`src/rtl/dbg_bit_rx_pkg.sv`:
```
`timescale 1ns/1ps
package dbg_bit_rx_pkg;

  typedef enum logic [1:0] {
    ST_IDLE,   // line high, waiting for a falling edge
    ST_LOW,    // measuring the low phase of a bit
    ST_DRAIN   // overlong low reported, waiting for release
  } rx_state_e;

  typedef enum logic [1:0] {
    EV_ONE,
    EV_ZERO,
    EV_SYNC,
    EV_ERR
  } rx_event_e;

  // Class of a pulse, judged from its low length at the moment of release.
  function automatic rx_event_e judge_release(
    input int unsigned low_ticks,
    input logic        first,
    input int unsigned one_min,
    input int unsigned sample_at,
    input int unsigned zero_min,
    input int unsigned sync_min,
    input int unsigned window
  );
    if (low_ticks < one_min)               return EV_ERR;
    if (low_ticks < sample_at)             return EV_ONE;
    if (low_ticks < zero_min)              return EV_ERR;
    if (first && low_ticks >= sync_min)    return EV_SYNC;
    if (low_ticks < window)                return EV_ZERO;
    return EV_ERR;
  endfunction

endpackage

```
`src/rtl/dbg_line_sync.sv`:
```
`timescale 1ns/1ps
module dbg_line_sync (
  input  logic clk,
  input  logic rst_n,
  input  logic tick_en,
  input  logic line_in,
  output logic fell,
  output logic rose
);
  logic meta_q, sync_q, prev_q;

  // Two-flop synchroniser on every clock; line idles high.
  always_ff @(posedge clk or negedge rst_n) begin
    if (!rst_n) begin
      meta_q <= 1'b1;
      sync_q <= 1'b1;
    end else begin
      meta_q <= line_in;
      sync_q <= meta_q;
    end
  end

  // Previous sample only advances on debug ticks.
  always_ff @(posedge clk or negedge rst_n) begin
    if (!rst_n)       prev_q <= 1'b1;
    else if (tick_en) prev_q <= sync_q;
  end

  assign fell = tick_en &  prev_q & ~sync_q;
  assign rose = tick_en & ~prev_q &  sync_q;

endmodule

```
`src/rtl/dbg_tick_counter.sv`:
```
`timescale 1ns/1ps
module dbg_tick_counter #(
  parameter int unsigned WIDTH = 10
) (
  input  logic             clk,
  input  logic             rst_n,
  input  logic             tick_en,
  input  logic             restart,
  output logic [WIDTH-1:0] count
);
  localparam logic [WIDTH-1:0] SAT = '1;

  // Ticks since the last falling edge, counting that edge's tick as 1.
  always_ff @(posedge clk or negedge rst_n) begin
    if (!rst_n)                      count <= '0;
    else if (tick_en) begin
      if (restart)                   count <= WIDTH'(1);
      else if (count != SAT)         count <= count + WIDTH'(1);
    end
  end

  AST_HOLD_WITHOUT_TICK: assert property (@(posedge clk) disable iff (!rst_n)
    !tick_en |=> $stable(count));

endmodule

```
`src/rtl/dbg_bit_rx.sv`:
```
`timescale 1ns/1ps
module dbg_bit_rx
  import dbg_bit_rx_pkg::*;
#(
  parameter int unsigned ONE_LOW_MIN  = 4,
  parameter int unsigned SAMPLE_TICK  = 10,
  parameter int unsigned ZERO_LOW_MIN = 12,
  parameter int unsigned SYNC_LOW_MIN = 128,
  parameter int unsigned BIT_WINDOW   = 512
) (
  input  logic clk,
  input  logic rst_n,
  input  logic tick_en,
  input  logic line_in,
  output logic bit_valid,
  output logic bit_value,
  output logic first_bit,
  output logic sync_req,
  output logic timeout,
  output logic pulse_err
);
  localparam int unsigned      CNT_W   = $clog2(BIT_WINDOW + 1);
  localparam logic [CNT_W-1:0] WIN_CNT = CNT_W'(BIT_WINDOW);

  logic             fell_tick, rise_tick;
  logic [CNT_W-1:0] low_ticks;
  rx_state_e        state;
  logic             first_pend;
  rx_event_e        release_ev;
  logic             window_hit;

  dbg_line_sync u_sync (
    .clk     (clk),
    .rst_n   (rst_n),
    .tick_en (tick_en),
    .line_in (line_in),
    .fell    (fell_tick),
    .rose    (rise_tick)
  );

  dbg_tick_counter #(.WIDTH(CNT_W)) u_cnt (
    .clk     (clk),
    .rst_n   (rst_n),
    .tick_en (tick_en),
    .restart (fell_tick),
    .count   (low_ticks)
  );

  assign release_ev = judge_release(32'(low_ticks), first_pend, ONE_LOW_MIN,
                                    SAMPLE_TICK, ZERO_LOW_MIN, SYNC_LOW_MIN,
                                    BIT_WINDOW);
  assign window_hit = (low_ticks == WIN_CNT) && !first_pend;

  always_ff @(posedge clk or negedge rst_n) begin
    if (!rst_n) begin
      state      <= ST_IDLE;
      first_pend <= 1'b1;
      bit_valid  <= 1'b0;
      bit_value  <= 1'b0;
      first_bit  <= 1'b0;
      sync_req   <= 1'b0;
      timeout    <= 1'b0;
      pulse_err  <= 1'b0;
    end else begin
      bit_valid <= 1'b0;
      first_bit <= 1'b0;
      sync_req  <= 1'b0;
      timeout   <= 1'b0;
      pulse_err <= 1'b0;
      if (tick_en) begin
        unique case (state)
          ST_IDLE: begin
            if (fell_tick) begin
              state <= ST_LOW;
            end else if (window_hit) begin
              timeout    <= 1'b1;
              first_pend <= 1'b1;
            end
          end
          ST_LOW: begin
            if (rise_tick) begin
              state <= ST_IDLE;
              unique case (release_ev)
                EV_ONE, EV_ZERO: begin
                  bit_valid  <= 1'b1;
                  bit_value  <= (release_ev == EV_ONE);
                  first_bit  <= first_pend;
                  first_pend <= 1'b0;
                end
                EV_SYNC: sync_req <= 1'b1;
                default: begin
                  pulse_err  <= 1'b1;
                  first_pend <= 1'b1;
                end
              endcase
            end else if (window_hit) begin
              pulse_err  <= 1'b1;
              first_pend <= 1'b1;
              state      <= ST_DRAIN;
            end
          end
          default: begin
            if (rise_tick) state <= ST_IDLE;
          end
        endcase
      end
    end
  end

  AST_SINGLE_STROBE: assert property (@(posedge clk) disable iff (!rst_n)
    $onehot0({bit_valid, sync_req, timeout, pulse_err}));
  AST_FIRST_QUALIFIED: assert property (@(posedge clk) disable iff (!rst_n)
    first_bit |-> bit_valid);
  AST_BIT_ON_RELEASE: assert property (@(posedge clk) disable iff (!rst_n)
    bit_valid |-> $past(rise_tick));
  AST_SYNC_KEEPS_FIRST: assert property (@(posedge clk) disable iff (!rst_n)
    sync_req |-> first_pend);
  AST_ERR_REARMS: assert property (@(posedge clk) disable iff (!rst_n)
    pulse_err |-> first_pend);
  AST_TIMEOUT_REARMS: assert property (@(posedge clk) disable iff (!rst_n)
    timeout |-> (first_pend && state == ST_IDLE));

endmodule

```
`config.mk`:
```
export PLATFORM = sky130hd
export DESIGN_NAME = dbg_bit_rx
export DESIGN_NICKNAME = d
export VERILOG_FILES = /design/src/rtl/dbg_bit_rx_pkg.sv /design/src/rtl/dbg_line_sync.sv /design/src/rtl/dbg_tick_counter.sv /design/src/rtl/dbg_bit_rx.sv
export SDC_FILE = /design/constraint.sdc
export NUM_CORES = 1
export LEC_CHECK = 0
export CAP_MARGIN = 10
export CORE_MARGIN = 3
export CORE_UTILIZATION = 55
export CTS_CLUSTER_SIZE = 25
export DETAILED_ROUTE_END_ITERATION = 16
export DONT_BUFFER_PORTS = 1
export PLACE_DENSITY = 0.7
export SLEW_MARGIN = 20
export SYNTH_ARGS = -nofsm -noshare
export SYNTH_HDL_FRONTEND = slang
export SYNTH_SLANG_ARGS = --single-unit
```
`constraint.sdc`:
```
create_clock -name clk -period 1.8 [get_ports clk]
set_input_delay 0.09 -clock clk [delete_from_list [all_inputs] [get_ports clk]]
set_output_delay 0.09 -clock clk [all_outputs]
set_load 0.02 [all_outputs]
```
Yosys cells after proc, flatten, opt, wreduce, memory -nomap -nowiden
Cells that the tools add are included.
Operators by class
  reductions and logical operators: 14
  mux-type cells: 57
  $lt $le $gt $ge: 5
  eq/ne operators: 9
  bitwise logic cells: 6
  add/sub/neg operators: 1
Operators by type and width (number)
  $mux 1: 38
  $mux 2: 14
  $lt 10x4->1 const B: 2
  $mux 10: 2
  $reduce_and 4->1: 3
  $add 10x1->10 const B: 1
  $eq 10x10->1 const B: 1
  $ge 10x8->1 const B: 1
  $lt 10x10->1 const B: 1
  $lt 10x3->1 const B: 1
  $ne 10x10->1 const B: 1
  $ne 3x3->1 const B: 2
  $and 1x1->1: 4
  $eq 2x1->1 const B: 2
  $logic_not 2->1: 2
  $ne 2x2->1 const B: 2
  $pmux 1 s2: 2
  $pmux 2 s2: 1
  $reduce_bool 2->1: 2
  $reduce_bool 3->1: 1
  $reduce_or 3->1: 1
  $eq 2x2->1 const B: 1
  $logic_and 1x1->1: 2
  $not 1->1: 2
  other kinds (3): 3
Word-level totals
  bits of input ports: 4
  bits in registers: 22
  logic and storage cells: 104
  output and inout port bits: 6

Logic depth before layout (Yosys ltp)
  depth after elaboration: 23
  gate-level depth with buffers: 6
  mapped depth without buffers: 6

By module
From an unflattened synthesis, not the netlist that was laid out.
Unflattened totals
  cell total of the unflattened synthesis: 120
  area total of the unflattened synthesis: 1167.4 um^2
By module, submodules not included
  dbg_tick_counter: area each 573.0 um^2, cells each 65, seq. area each 250.2 um^2, instances 1
  dbg_bit_rx: area each 480.5 um^2, cells each 49, seq. area each 226.5 um^2, instances 1
  dbg_line_sync: area each 113.9 um^2, cells each 6, seq. area each 78.8 um^2, instances 1

Least setup slack after synthesis
Ideal clock, no wire load.
  path type: flip-flop to flip-flop
  start: reg u_cnt.count[5]
  end: reg bit_value
  path buffers: 1
  period minus slack after synthesis: 1.688 ns
  data arrival time: 1.560 ns
  cell stages (with the launch flop): 6
  data required time: 1.672 ns
  setup slack: 0.112 ns
  library setup time: 0.128 ns
  path through: dfrtp_1 -> buf_6 -> or3_2 -> a211oi_4 -> nor3_2 -> mux2_1
On the way
  longest elaborated chain between the ends: 14
  elaborated cells between the ends (all ways): 34
  those cells by class: 5 x order compare; 1 x eq/ne; 24 x mux; 4 x reduce/logical
Ends and longest elaborated chain
  start: declaration: line dbg_tick_counter.sv:9  | output logic [WIDTH-1:0] count
  start signal: assignment: line dbg_tick_counter.sv:18  | else if (count != SAT) count <= count + WIDTH'(1);
  $lt 10x10->1: line dbg_bit_rx_pkg.sv:31  | if (low_ticks < window) return EV_ZERO;
  $mux 1 (2 in a row): line dbg_bit_rx_pkg.sv:31
  $mux 1: line dbg_bit_rx_pkg.sv:30  | if (first && low_ticks >= sync_min) return EV_SYNC;
  $mux 1: line dbg_bit_rx_pkg.sv:29  | if (low_ticks < zero_min) return EV_ERR;
  $mux 1: line dbg_bit_rx_pkg.sv:28  | if (low_ticks < sample_at) return EV_ONE;
  $mux 2: line dbg_bit_rx_pkg.sv:32  | return EV_ERR;
  $mux 2: line dbg_bit_rx_pkg.sv:31
  $mux 2: line dbg_bit_rx_pkg.sv:30
  $mux 2: line dbg_bit_rx_pkg.sv:29
  $mux 2 *: line dbg_bit_rx_pkg.sv:28
  $eq 2x1->1 or $logic_not 2->1 (tied branches): line dbg_bit_rx.sv:83, dbg_bit_rx.sv:86
  $reduce_or 2->1: line dbg_bit_rx.sv:83  | unique case (release_ev)
  $reduce_and 4->1 (no source line)
  end signal: assignment: line dbg_bit_rx.sv:86  | bit_value <= (release_ev == EV_ONE);
  end: declaration: line dbg_bit_rx.sv:16  | output logic bit_value,
Mark *: on every way between the ends. The rest lies on a longest branch, timed or not. The select of a mux whose other input is x is not followed.
A chain may end at the register's enable or synchronous reset.

Worst setup path after layout
  start: reg u_cnt.count[4]
  end: reg bit_value
Same word-level chain as after synthesis.

==> results.md <==
* Fin crit share at 94.8%
* Synth top area share at 35.4%
* Drt total wl at 2740 um
* Global-route wire length before repair at ~4600 um
* Top Ports at 10
* Commonest non-fill, non-tap cell in the layout: dfrtp_1
* Average wire per standard cell at between 15 and 20 um
* Worst Setup Path Type: register to register
* Type of the tightest min-delay check: primary input to register
* Largest net degree at the start of global routing at 23
* CP Cell Sequence: or3_2, a211oi_4, nor3_2, mux2_1
* Global placer's final weighted congestion at roughly 0.79
* Outcome: completed
* Share of flip-flops with an asynchronous set or reset at 100%
* Yosys warns at 0
* DIE HEIGHT at 54.1 um
* Seq cells post-synth at 22
* CTS tree: done
* CP Max Fanout at 8
* PD cells at 1140 mW/mm^2
* Finished Core Util at between 60% and 70%
* Die area at 0.00293 mm^2
* Htree depth at 1
* Worst skew pair latency at 0.32 ns
* Detailed Routing Iterations Pass 1 at 4
* Slew @ Worst Pin at 0.975 ns
* DRC viols at 0
* Met3 GRT Util at 5.82%
* CTS Sinks at 22
* Crit start category: register
* Max transition margin at 34.8%
* Sequential power share at between 40% and 50%
* Data required time of the worst path at slightly above 2 ns
* NetSw at between 0.5 and 0.6 mW
* Final Hold Viols at 0
* Int Power at 1.06 mW
* Top Registers: u_cnt.count (10), state (2)
* Commonest non-fill, non-tap cells in the layout: dfrtp_1 (17), nand2_1 (14), buf_4 (12)
* Initial antenna violation count at 0
* Post-synth EDFFs at 0
* P&R area growth vs syn at 11.9%
* Register area share after synthesis at 43.6%
* CTS clk-pin slew, worst paths at 0.13 ns
* Max FFs per register at 10
* CP Capture Type: register
* Total grt overflow at 0
* Final setup viols at 0
* Synth Area per Inst at ~10 um^2
* I/O Buffers at 0
* Combinational power share at 32.0%
* Die width at ~54 um
* Sw frac at 34.3%
* Cell variety after synth at 49
* Max Cap Violations at 0
* Largest cells by area after synthesis: dfrtp_1 (35%), dfstp_2 (8.3%), nand2_1 (4.1%)
* Synthesized net count at 134
* Worst clock skew at 0.0135 ns
* Hold path cells at 3
* Post-Syn Area at 0.00127 mm^2
* Via count at 1038
* Antenna fix cells at 0
* Worst R2R Path Depth at 4
* Clock power frac at 23.6%
* P_leak at 0.636 nW
* DRT antenna net count at 0
* Max IR drop VDD at 0.762 mV
* Layout cell share with drive strength beyond 1 at 22.0%
* Global route hottest layer: met2
* Initial DRC count at 21
* Total negative slack at 0 ns
* CP max stage cell: or3_2
* Hpwl dp at 2030 um
* Top FF cell, synth: dfrtp_1
* Fin nets at around 150
* Met1 GRT Util at 30.0%
* Mapped Cells at 128
* Root Driver: clkbuf_4
* Unrepaired setup endpoints after global routing: false
* Cts bufs inserted at 3
* Clock Path Buffers at 2
* Post-CTS setup buffers at 0
* Standard-cell rows at 16
* Cell taking the most area after synthesis: dfrtp_1
* Max incr delay on CP at approximately 0.5 ns
* Number of global-route vias before repair at 967
* Vias/cell at 6.18
* Peak Freq at 586 MHz
* Initial Utilization at around three fifths
* Crit path DAT at just under 2 ns
* Met2 Use GR at 34.7%
* Post-route minimum period at roughly 1.7 ns
* Biggest register: u_cnt.count
* Final Slew Violations at 0
* Total GRT Usage at 22.1%
* Core box area at roughly 0.0021 mm^2
timing repair:
| item | in CTS | in global routing |
|---|---|---|
| gates resized for setup | 0 | 1 |
| hold buffers | 3 | 0 |
| setup endpoints to repair | 0 | 2 |
| endpoints found under the hold margin | 26 | 0 |
layout make-up:
type / count / area, um^2
repair buffers: 15 / 120
multi-input cells: 94 / 639
clock buffers: 3 / 22.5
flip-flops and latches: 22 / 557
fillers: 164 / 657
well taps: 27 / 33.8
clock inverters: 1 / 30.0
inverters: 6 / 22.5
per-layer routing:
layer	share of wire [%]	wire length, um
met1	42	1150
met2	50	1380
met3	7.1	195
met4	0.51	14
met5	0	0
power by group through the flow:
stage | Sequential [mW] | Combinational [mW] | Clock (mW)
6_report | 0.718 | 0.518 | 0.382
5_1_grt | 0.733 | 0.583 | 0.411
4_1_cts | 0.713 | 0.526 | 0.388
3_5_place_dp | 0.721 | 0.508 | 0
3_3_place_gp | 0.712 | 0.490 | 0
2_1_floorplan | 0.704 | 0.360 | 0
Yosys cell counts (all sizes together), types with 3 or more instances:
cell    instances
dfrtp          18
nand2          14
o21ai           9
nor2            7
inv             6
nor3            6
a21oi           5
nand3           5
buf             4
dfstp           4
or4             4
a211oi          3
a31oi           3
nand4           3
or3             3
path summary, 6_finish.rpt:
check,startpoint,to,slack (ns)
worst max-delay path,u_cnt.count[4],bit_value,0.09
worst min-delay path,tick_en,pulse_err,0.05
worst min register to register,u_sync.meta_q,u_sync.sync_q,0.37
max in group asynchronous,rst_n,u_cnt.count[4],0.80
worst max register to register,u_cnt.count[4],bit_value,0.09
min in group asynchronous,rst_n,u_cnt.count[9],0.35
through the flow:
step / cells / power (mW) / hold WS (ns) / setup WS, ns / area, um^2
global placement: 161 / 1.20 / -0.205 / 0.138 / 1340
CTS: 168 / 1.63 / 0.0585 / 0.0792 / 1420
finish: 168 / 1.62 / 0.0511 / 0.0943 / 1430
detailed placement: 161 / 1.23 / -0.205 / 0.0978 / 1340
floorplan: 128 / 1.06 / -0.206 / 0.112 / 1270
global route: 168 / 1.73 / 0.0496 / 0.0162 / 1430
logic make-up after synthesis:
| kind of cell | after synthesis | synth area share (%) |
|---|---|---|
| flops | 22 | 43.6 |
| compound gates | 29 | 15.9 |
| mux | 3 | 2.55 |
| simple gates | 59 | 29.1 |
| buf+inv | 12 | 6.19 |
| xor+xnor | 1 | 0.688 |
| fa+ha+maj | 2 | 1.96 |
critical path: cells and delay by family, from the launching register on:
| family | cells | cell delay [ns] |
|---|---|---|
| AOI/OAI and AO/OA | 1 | 0.22 |
| DFF | 1 | 0.48 |
| muxes | 1 | 0.31 |
| and+or+nand+nor | 2 | 0.59 |
Note: power is estimated with default switching activity, not from simulation.
